[src/rtl/tmr_pkg.sv]
package tmr_pkg;

    localparam int ADDR_W = 12;

    localparam logic [ADDR_W-1:0] OFS_CTRL   = 12'h000;
    localparam logic [ADDR_W-1:0] OFS_COUNT  = 12'h004;
    localparam logic [ADDR_W-1:0] OFS_RELOAD = 12'h008;
    localparam logic [ADDR_W-1:0] OFS_STATUS = 12'h00C;
    localparam logic [ADDR_W-1:0] OFS_IDENT  = 12'hFD0;

    localparam int CTL_RUN    = 0;
    localparam int CTL_GATE   = 1;
    localparam int CTL_EXTCLK = 2;
    localparam int CTL_IRQEN  = 3;
    localparam int CTL_W      = 4;

    typedef enum logic [1:0] {
        ST_HALT    = 2'd0,
        ST_DOWN    = 2'd1,
        ST_EXPIRED = 2'd2
    } tmr_state_e;

    function automatic logic [7:0] ident_byte(input logic [3:0] idx);
        logic [7:0] b;
        unique case (idx)
            4'd0:    b = 8'h04;
            4'd4:    b = 8'h22;
            4'd5:    b = 8'hB8;
            4'd6:    b = 8'h1B;
            4'd8:    b = 8'h0D;
            4'd9:    b = 8'hF0;
            4'd10:   b = 8'h05;
            4'd11:   b = 8'hB1;
            default: b = 8'h00;
        endcase
        return b;
    endfunction

endpackage

[src/rtl/tmr_tick_gen.sv]
module tmr_tick_gen #(
    parameter int SYNC_STAGES = 2
) (
    input  logic clk,
    input  logic rst_n,
    input  logic ext_in,
    input  logic run_en,
    input  logic gate_sel,
    input  logic extclk_sel,
    output logic tick
);

    logic [SYNC_STAGES-1:0] sync_q;
    logic                   prev_q;
    logic                   ext_lvl;
    logic                   ext_rise;

    always_ff @(posedge clk or negedge rst_n) begin
        if (!rst_n) sync_q[0] <= 1'b0;
        else        sync_q[0] <= ext_in;
    end

    for (genvar g = 1; g < SYNC_STAGES; g++) begin : g_sync
        always_ff @(posedge clk or negedge rst_n) begin
            if (!rst_n) sync_q[g] <= 1'b0;
            else        sync_q[g] <= sync_q[g-1];
        end
    end

    assign ext_lvl = sync_q[SYNC_STAGES-1];

    always_ff @(posedge clk or negedge rst_n) begin
        if (!rst_n) prev_q <= 1'b0;
        else        prev_q <= ext_lvl;
    end

    assign ext_rise = ext_lvl & ~prev_q;

    always_comb begin
        if (!run_en)         tick = 1'b0;
        else if (extclk_sel) tick = ext_rise;
        else if (gate_sel)   tick = ext_lvl;
        else                 tick = 1'b1;
    end

endmodule

[src/rtl/tmr_core.sv]
module tmr_core
    import tmr_pkg::*;
#(
    parameter int CNT_W = 32
) (
    input  logic             clk,
    input  logic             rst_n,
    input  logic             run_en,
    input  logic             irq_en,
    input  logic             tick,
    input  logic             ld_valid,
    input  logic [CNT_W-1:0] ld_data,
    input  logic [CNT_W-1:0] reload_val,
    input  logic             clr_req,
    output logic [CNT_W-1:0] cnt_o,
    output logic             irq_o
);

    localparam logic [CNT_W-1:0] ONE = CNT_W'(1);

    tmr_state_e       state_q, state_d;
    logic [CNT_W-1:0] cnt_q, cnt_d;
    logic             expire;

    always_comb begin
        cnt_d  = cnt_q;
        expire = 1'b0;
        if (ld_valid) begin
            cnt_d = ld_data;
        end else if (tick) begin
            unique case (state_q)
                ST_DOWN: begin
                    if (cnt_q == ONE) begin
                        cnt_d  = '0;
                        expire = 1'b1;
                    end else begin
                        cnt_d = cnt_q - ONE;
                    end
                end
                ST_EXPIRED: cnt_d = reload_val;
                ST_HALT: begin
                    if (cnt_q == '0) begin
                        cnt_d = reload_val;
                    end else if (cnt_q == ONE) begin
                        cnt_d  = '0;
                        expire = 1'b1;
                    end else begin
                        cnt_d = cnt_q - ONE;
                    end
                end
                default: cnt_d = cnt_q;
            endcase
        end
        if (!run_en)           state_d = ST_HALT;
        else if (cnt_d == '0)  state_d = ST_EXPIRED;
        else                   state_d = ST_DOWN;
    end

    always_ff @(posedge clk or negedge rst_n) begin
        if (!rst_n) begin
            state_q <= ST_HALT;
            cnt_q   <= '0;
        end else begin
            state_q <= state_d;
            cnt_q   <= cnt_d;
        end
    end

    always_ff @(posedge clk or negedge rst_n) begin
        if (!rst_n)                irq_o <= 1'b0;
        else if (expire && irq_en) irq_o <= 1'b1;
        else if (clr_req)          irq_o <= 1'b0;
    end

    assign cnt_o = cnt_q;

endmodule

[src/rtl/tmr_apb_regs.sv]
module tmr_apb_regs
    import tmr_pkg::*;
#(
    parameter int CNT_W = 32
) (
    input  logic              clk,
    input  logic              rst_n,
    input  logic              psel,
    input  logic              penable,
    input  logic              pwrite,
    input  logic [ADDR_W-1:0] paddr,
    input  logic [31:0]       pwdata,
    output logic [31:0]       prdata,
    input  logic [CNT_W-1:0]  cnt_i,
    input  logic              irq_i,
    output logic [CTL_W-1:0]  ctrl_q,
    output logic [CNT_W-1:0]  reload_q,
    output logic              ld_valid,
    output logic [CNT_W-1:0]  ld_data,
    output logic              clr_req
);

    logic       wr_en;
    logic       in_ident;
    logic [3:0] ident_idx;

    assign wr_en     = psel & penable & pwrite;
    assign ld_valid  = wr_en & ((paddr == OFS_COUNT) | (paddr == OFS_RELOAD));
    assign ld_data   = pwdata[CNT_W-1:0];
    assign clr_req   = wr_en & (paddr == OFS_STATUS) & pwdata[0];
    assign in_ident  = (paddr >= OFS_IDENT) & (paddr[1:0] == 2'b00);
    assign ident_idx = paddr[5:2] - 4'd4;

    always_ff @(posedge clk or negedge rst_n) begin
        if (!rst_n) begin
            ctrl_q   <= '0;
            reload_q <= '0;
        end else if (wr_en) begin
            if (paddr == OFS_CTRL)   ctrl_q   <= pwdata[CTL_W-1:0];
            if (paddr == OFS_RELOAD) reload_q <= pwdata[CNT_W-1:0];
        end
    end

    always_comb begin
        prdata = '0;
        if (psel) begin
            if (in_ident) begin
                prdata[7:0] = ident_byte(ident_idx);
            end else begin
                unique case (paddr)
                    OFS_CTRL:   prdata[CTL_W-1:0] = ctrl_q;
                    OFS_COUNT:  prdata[CNT_W-1:0] = cnt_i;
                    OFS_RELOAD: prdata[CNT_W-1:0] = reload_q;
                    OFS_STATUS: prdata[0]         = irq_i;
                    default:    prdata            = '0;
                endcase
            end
        end
    end

endmodule

[src/rtl/apb_reload_timer.sv]
module apb_reload_timer
    import tmr_pkg::*;
#(
    parameter int CNT_W       = 32,
    parameter int SYNC_STAGES = 2
) (
    input  logic        pclk,
    input  logic        presetn,
    input  logic        psel,
    input  logic        penable,
    input  logic        pwrite,
    input  logic [11:0] paddr,
    input  logic [31:0] pwdata,
    output logic [31:0] prdata,
    output logic        pready,
    output logic        pslverr,
    input  logic        ext_in,
    output logic        irq
);

    logic [CTL_W-1:0] ctrl_q;
    logic [CNT_W-1:0] reload_q;
    logic [CNT_W-1:0] cnt;
    logic [CNT_W-1:0] ld_data;
    logic             ld_valid;
    logic             clr_req;
    logic             tick;

    assign pready  = 1'b1;
    assign pslverr = 1'b0;

    tmr_apb_regs #(.CNT_W(CNT_W)) u_regs (
        .clk(pclk), .rst_n(presetn),
        .psel(psel), .penable(penable), .pwrite(pwrite),
        .paddr(paddr), .pwdata(pwdata), .prdata(prdata),
        .cnt_i(cnt), .irq_i(irq),
        .ctrl_q(ctrl_q), .reload_q(reload_q),
        .ld_valid(ld_valid), .ld_data(ld_data), .clr_req(clr_req)
    );

    tmr_tick_gen #(.SYNC_STAGES(SYNC_STAGES)) u_tick (
        .clk(pclk), .rst_n(presetn), .ext_in(ext_in),
        .run_en(ctrl_q[CTL_RUN]), .gate_sel(ctrl_q[CTL_GATE]),
        .extclk_sel(ctrl_q[CTL_EXTCLK]), .tick(tick)
    );

    tmr_core #(.CNT_W(CNT_W)) u_core (
        .clk(pclk), .rst_n(presetn),
        .run_en(ctrl_q[CTL_RUN]), .irq_en(ctrl_q[CTL_IRQEN]),
        .tick(tick), .ld_valid(ld_valid), .ld_data(ld_data),
        .reload_val(reload_q), .clr_req(clr_req),
        .cnt_o(cnt), .irq_o(irq)
    );

endmodule

[config.mk]
export PLATFORM = sky130hd
export DESIGN_NAME = apb_reload_timer
export DESIGN_NICKNAME = d
export VERILOG_FILES = /design/src/rtl/tmr_pkg.sv /design/src/rtl/tmr_tick_gen.sv /design/src/rtl/tmr_core.sv /design/src/rtl/tmr_apb_regs.sv /design/src/rtl/apb_reload_timer.sv
export SDC_FILE = /design/constraint.sdc
export NUM_CORES = 1
export LEC_CHECK = 0
export BUFFER_PORTS_ARGS = -buffer_cell sky130_fd_sc_hd__buf_2
export CELL_PAD_IN_SITES_DETAIL_PLACEMENT = 1
export CELL_PAD_IN_SITES_GLOBAL_PLACEMENT = 2
export CORE_MARGIN = 1
export CORE_UTILIZATION = 31
export DETAILED_ROUTE_END_ITERATION = 8
export PLACE_DENSITY = 0.8
export SETUP_SLACK_MARGIN = 0.15
export SLEW_MARGIN = 25
export SYNTH_ARGS = -nofsm -noshare
export SYNTH_HDL_FRONTEND = slang
export SYNTH_SLANG_ARGS = --single-unit
[constraint.sdc]
create_clock -name pclk -period 3.04 [get_ports pclk]
set_input_delay 0.304 -clock pclk [delete_from_list [all_inputs] [get_ports pclk]]
set_output_delay 0.304 -clock pclk [all_outputs]
set_load 0.01 [all_outputs]
### Yosys cells after proc, flatten, opt, wreduce, memory -nomap -nowiden

Memories as Yosys holds them, arrays and structs flattened.
Index checks and enable logic that the tools add are counted.
Widths: inputs -> output; s select.

| operators by class | value |
|---|---|
| add/sub/neg operators | 2 |
| magnitude comparators | 1 |
| equality and inequality tests | 6 |
| multiplexer cells | 23 |
| bitwise operators | 9 |
| reduce and logical (&&, ||, !) cells | 9 |

Operators by type and width:

| operator | count |
|---|---|
| $mux 32 | 5 |
| $pmux 32 s3 | 1 |
| $logic_not 32->1 | 2 |
| $pmux 28 s2 | 1 |
| $eq 32x1->1 const B | 1 |
| $sub 32x1->32 const B | 1 |
| $eq 12x4->1 const B | 2 |
| $mux 24 | 1 |
| $eq 12x3->1 const B | 1 |
| $ge 12x12->1 const B | 1 |
| $logic_not 12->1 | 1 |
| $mux 1 | 9 |
| $pmux 3 s3 | 1 |
| $mux 8 | 1 |
| $and 1x1->1 | 7 |
| $logic_not 2->1 | 2 |
| $mux 2 | 2 |
| $pmux 1 s4 | 1 |
| $reduce_and 2->1 | 2 |
| $sub 4x3->4 const B | 1 |
| $eq 2x1->1 const B | 1 |
| $eq 2x2->1 const B | 1 |
| $pmux 1 s2 | 1 |
| $reduce_bool 2->1 | 1 |
| other kinds (3) | 3 |

| storage, ports and cells | value |
|---|---|
| register bits after elaboration | 74 |
| memory bits (read-only) | 128 |
| input port bits | 50 |
| output and inout port bits | 35 |
| logic and storage cells | 59 |
| memories | 1 |

Memories:

| name | depth | width | rd ports | clocked after memory_dff | write ports | line | text |
|---|---|---|---|---|---|---|---|
| (no name shown) | 16 | 8 | 1 | 0 | 0 | tmr_pkg.sv:25 | `unique case (idx)` |

### Longest topological paths before layout

| logic depth | value |
|---|---|
| depth in word-level cells | 9 |
| gate-level depth with buffers | 14 |
| depth with buffers taken out | 11 |

### Cells and area by module

From an unflattened synthesis, not the netlist that was laid out.

| unflattened totals | value |
|---|---|
| cell total of the unflattened synthesis | 651 |
| area, all modules | 5,545.3 um^2 |

By module, submodules not included:

| module | instances | cells an instance | area each (um^2) | sequential area each (um^2) |
|---|---|---|---|---|
| tmr_core | 1 | 414 | 3,103.0 | 875.8 |
| tmr_apb_regs | 1 | 226 | 2,314.7 | 900.9 |
| tmr_tick_gen | 1 | 7 | 105.1 | 75.1 |
| apb_reload_timer | 1 | 4 | 22.5 | 0.0 |

### Least setup slack after synthesis

OpenSTA, ideal clock, no wires.

| timing path | value |
|---|---|
| path kind | reg2reg |
| start point | register u_core.cnt_q[0], in the netlist u_core.cnt_o[0] |
| end point | register u_core.state_q[0] |
| setup time | 119 ps |
| arrival time | 2,897 ps |
| data required time | 2,921 ps |
| slack | 25 ps |
| cell stages (with the launch flop) | 12 |
| buffers on the path | 0 |
| path through | dfrtp_1 > inv_1 > ha_1 > nor3b_1 > nand3_1 > nor4_1 > xor2_1 > a221oi_1 > o22ai_1 > nor4_2 > nand4_1 > o21a_1 |

| on the way | value |
|---|---|
| longest elaborated chain between the ends | 9 |
| elaborated cells between the ends (all ways) | 11 |
| classes of those cells | add/sub (1); eq/ne (1); mux (7); reduce/logical (2) |

RTL lines:

| item | line | text |
|---|---|---|
| start, declared | tmr_core.sv:22 | `logic [CNT_W-1:0] cnt_q, cnt_d;` |
| start signal, assigned | tmr_core.sv:65 | `cnt_q <= cnt_d;` |
| $sub 32x1->32 or $eq 32x1->1 (tied branches) | - |  |
| $mux 32 | tmr_core.sv:33, tmr_core.sv:44 |  |
| $mux 32 | tmr_core.sv:42 | `if (cnt_q == '0) begin` |
| $pmux 32 s3 | tmr_core.sv:31 | `unique case (state_q)` |
| $mux 32 (*) | tmr_core.sv:30 | `end else if (tick) begin` |
| $mux 32 (*) | tmr_core.sv:28 | `if (ld_valid) begin` |
| $logic_not 32->1 (*) | tmr_core.sv:55 | `else if (cnt_d == '0) state_d = ST_EXPIRED;` |
| $mux 2 (*) | tmr_core.sv:55 |  |
| $mux 2 (*) | tmr_core.sv:54 | `if (!run_en) state_d = ST_HALT;` |
| net u_core.state_d[0] | tmr_core.sv:21 | `tmr_state_e state_q, state_d;` |
| end signal, assigned | tmr_core.sv:64 | `state_q <= state_d;` |
| end, declared | tmr_core.sv:21 |  |

The timed path passes the listed nets; every way through them passes the cells marked *.
A chain may end at the register's enable or synchronous reset.

### Final worst setup path

| timing path | value |
|---|---|
| start point | register u_core.cnt_q[18], in the netlist u_core.cnt_o[18] |
| end point | register u_core.state_q[0] |

| on the way | value |
|---|---|
| longest elaborated chain between the ends | 9 |
| elaborated cells between the ends (all ways) | 11 |
| classes of those cells | add/sub (1); eq/ne (1); mux (7); reduce/logical (2) |

RTL lines:

| item | line |
|---|---|
| $eq 32x1->1 | tmr_core.sv:33, tmr_core.sv:44 |
| $mux 32 | tmr_core.sv:33, tmr_core.sv:44 |
| $mux 32 | tmr_core.sv:42 |
| $pmux 32 s3 (*) | tmr_core.sv:31 |
| $mux 32 (*) | tmr_core.sv:30 |
| $mux 32 (*) | tmr_core.sv:28 |
| net u_core.cnt_d[15] | tmr_core.sv:22 |
| $logic_not 32->1 (*) | tmr_core.sv:55 |
| $mux 2 (*) | tmr_core.sv:55 |
| $mux 2 (*) | tmr_core.sv:54 |
| net u_core.state_d[0] | tmr_core.sv:21 |

Marked as above.

==> qor.csv <==
stage,metric,value,unit
critical_path,cp_max_fo,6,
floorplanning,core_area,15890,sq um
pwr,comb_power_share,0.061,
logic_synthesis,yosysWarnings,0,
finish,seqCellArea,1856,sq um
clock_tree,tritoncts,built,
logic_synthesis,ys_async_sr_fraction,1.000,
sta,worst_slew_pin_slew,0.7331,ns
critical_path,slowest_stage,dfrtp_1,
drt,wl,20.66,mm
floorplanning,row_count,46,
drt,drt_iter0_drc,335,
finish,diodes,0,
critical_path,cp.depth,11,
sta,slew_viol_final,0,
place,hpwl,15.13,mm
sta,rsz0062_at_grt,true,
sta,timing.fmax,0.3365,GHz
finish,nNetsFinal,767,
clock_tree,cts_made_buffers,9,
critical_path,cp-start-kind,register,
sta,setup_viol,0,
finish,fill_cells,1852,
critical_path,critPathBufInv,2,
place,pre_cts_slack,-0.1002,ns
floorplanning,die_y,129.7,microns
outcome,outcome,"finished, violations left",
critical_path,timing.rr.start,u_core.cnt_o[18],
sta,setup_tns,0,ns
drt,route.antenna.remaining_nets,0,
logic_synthesis,synthesis.area,5056,sq um
critical_path,r2r_slack,0.07,ns
outcome,violations,hold timing,
critical_path,crit_arrival,3.21,ns
floorplanning,io_pins,85,
drt,drt_first_pass_iters,5,
sta,setup_ws,0.06818,ns
floorplanning,dieArea,16820,sq um
finish,layout-drive-gt1-share,0.4157,
global_route,grt_max_degree,75,
sta,holdWs,-0.0008039,ns
critical_path,criticalPathCategory,reg -> reg,
global_route,gr-total-overflow,0,
critical_path,cpMostUsedCell,o21a_1,
place,placedInstanceArea,6238,sq um
drt,vias,5326,
global_route,antenna_found_initial,0,
clock_tree,cts_max_level,3,
sta,finalClockSkew,0.007593,ns
logic_synthesis,syn_nets,619,
place,gp_congestion,0.8863,
drt,detail_route.wl_per_cell,22.26,microns
pwr,power_frac_seq,0.409,
finish,syn2layout_area_growth,38.75,%
pwr,switching_share,0.2227,
logic_synthesis,synth_cells,559,
sta,relSlewSlack,0.5113,
critical_path,timing.rr.end,u_core.state_q[0],
logic_synthesis,synth-main-ff-cell,dfrtp_1,
pwr,p_switching,0.0005421,W
drt,wl_met1,9.349,mm
floorplanning,die_width,129.7,microns
global_route,grt_usage,0.2518,
critical_path,crit_path_end_kind,register,
clock_tree,ctsHoldBuffers,0,
pwr,power_frac_clock,0.530,
logic_synthesis,synth.avg_cell_area,9.045,sq um
pwr,ir_drop,0.0002148,V
hold_path,hp-class,in -> async,
critical_path,crit_end,u_core.state_q[0],
logic_synthesis,synth_seq_area_share,0.3662,
drt,drc,0,
critical_path,reg2regPathDepth,11,
finish,finalInstanceArea,7015,sq um
sta,fin_crit,2.972,ns
logic_synthesis,synth.distinct_cells,70,
logic_synthesis,ys_ff_latch,74,
drt,detail_route.vias_per_cell,5.739,
critical_path,slowest_delay,0.42,ns
floorplanning,start_util,0.3183,
global_route,grt_pass1_wl,31.93,mm
pwr,powerDensity,347.0,nW/um^2
clock_tree,cts.sinks,74,
global_route,grt_pass1_vias,5582,
drt,top_layer_used,met4,
critical_path,worstPathRequired,3.28,ns
pwr,intPower,0.001893,W
clock_tree,clkTransAtPathRegs,0.06,ns
pwr,p_leak,2.872,nW
logic_synthesis,synth_edf_count,0,
finish,multi_input_area,3292,sq um
run,cap_violations,0,
sta,post-route-period-util,0.9776,
place,io_buffers,82,
critical_path,cp-startpoint,u_core.cnt_o[18],
drt,wl_met3,786,microns
clock_tree,ctsRootBufferMaster,clkbuf_16,
critical_path,crit_chain,nor4_4 > buf_4 > and4_4 > a31o_4 > buf_6 > o21ai_2 > o21a_1 > a2111o_1 > nor4b_2 > nand4_1 > o21a_1,
clock_tree,cts_buffer_depth,2,
sta,hold_viol,2,
critical_path,crit_family,compound AO/OA/AOI/OAI gates,
drt,wl_met2,10.17,mm
clock_tree,clock_latency,0.35,ns
[layout by cell type, fill, tap and decap left out, drive strengths merged, types with 10 or more instances in the layout]
master / Yosys / final
a21boi: 10 / 10
nor4: 17 / 17
a21oi: 21 / 21
clkbuf: 27 / 12
a221oi: 16 / 16
buf: 12 / 176
mux2: 37 / 37
a22oi: 30 / 30
o22ai: 19 / 19
dfrtp: 74 / 74
ha: 10 / 10
xor2: 13 / 13
nor3: 20 / 20
nand3: 11 / 11
inv: 15 / 15
nand2: 30 / 30
nor2: 67 / 67
o21ai: 23 / 23
[metal layers]
| metal | global-route usage | vias up |
|---|---|---|
| met5 | 0 | - |
| li1 | - | 2414 |
| met2 | 0.4306 | 138 |
| met3 | 0.03280 | 27 |
| met4 | 0.05814 | 0 |
| met1 | 0.3379 | 2747 |
[flip-flops by register name (all words and copies together), names as in the netlist]
register	cells
u_regs.ctrl_q	4
u_tick.prev_q	1
u_core.irq_o	1
u_core.cnt_o	32
u_tick.sync_q	1
u_core.state_q	2
u_regs.reload_q	32
u_tick.ext_lvl	1
[cell usage after synthesis (3+ instances only)]
library cell  instances  area (sq um)
inv_1                15         56.30
o31a_1                3         26.28
nor3b_1               3         22.52
clkbuf_1             27         101.4
nor2_1               67         251.5
o31ai_1               8         60.06
o221ai_1              3         26.28
o21ai_0              10         50.05
nand4_1               7         43.79
a22oi_1              30         225.2
mux2_2               36         405.4
nor2b_1               4         25.02
and2_1                8         50.05
buf_4                 4         30.03
o22a_1                7         61.31
nor4_2                3         37.54
a221oi_1             15         131.4
ha_1                 10         125.1
xnor2_1               5         43.79
nor4_1               12         75.07
nand3_1               9         45.04
buf_1                 4         15.01
or3_1                 8         50.05
dfrtp_1              74          1852
a21oi_1              21         105.1
o21ai_1              13         65.06
nor3_1               20         100.1
or4_1                 3         22.52
xor2_1               13         113.9
o21a_1                3         22.52
nand2_1              29         108.9
a222oi_1              3         30.03
a21boi_0              5         37.54
a21boi_1              5         37.54
o22ai_1              19         118.9
[cell families after synthesis]
| logic type | count (synthesis) | share of synthesized area |
|---|---|---|
| other | 2 | 0.001485 |
| XOR/XNOR | 18 | 0.03118 |
| multiplexers | 38 | 0.08439 |
| buffers and inverters | 54 | 0.04652 |
| flip-flops | 74 | 0.3662 |
| AO/OA/AOI/OAI | 170 | 0.2420 |
| adder cells (fa/ha/maj) | 10 | 0.02475 |
| AND/OR/NAND/NOR | 193 | 0.2034 |
[how the worst min path moves through the flow]
stage	cells past startpoint	slack, ns	to
floorplan	0	0.008	u_core.cnt_o[0]
global placement	0	0.34	u_tick.ext_lvl
detailed placement	0	0.34	u_tick.ext_lvl
CTS	1	0.06	u_tick.sync_q[0]
global route	1	0.05	u_regs.reload_q[17]
finish	1	-0.0008	u_regs.reload_q[17]
[power groups by stage]
stage                     combinational, W  clock, W  sequential [W]
after floorplan                  0.0000483         0         0.00101
after global placement            0.000140         0         0.00101
after detailed placement          0.000145         0         0.00101
after CTS                         0.000147   0.00131        0.000995
after global routing              0.000163   0.00135        0.000996
final                             0.000148   0.00129        0.000996
[timing repair]
item / CTS / global route
gates resized for setup: 35 / 33
setup endpoints to repair: 2 / 2
pin swaps: 13 / 16
setup buffers: 8 / 4
[area by class of cell]
type,instances,area share
multi-input combinational,431,0.4692
timing repair buffer,176,0.1693
clock inverter,4,0.01391
tap,216,0.03852
inverter,15,0.008026
sequential,74,0.2645
clock buffer,12,0.03656
[stage by stage]
step | instances | total power, W | hold WS, ns | util
2_1_floorplan | 559 | 0.001061 | 0.008409 | -
3_3_place_gp | 900 | 0.001152 | 0.3361 | 0.3927
3_5_place_dp | 900 | 0.001158 | 0.3427 | 0.3927
4_1_cts | 924 | 0.002452 | 0.05665 | 0.4289
5_1_grt | 928 | 0.002506 | 0.04906 | 0.4416
6_report | 928 | 0.002435 | -0.0008039 | 0.4416
No activity file was read; power rests on OpenSTA's default activity.
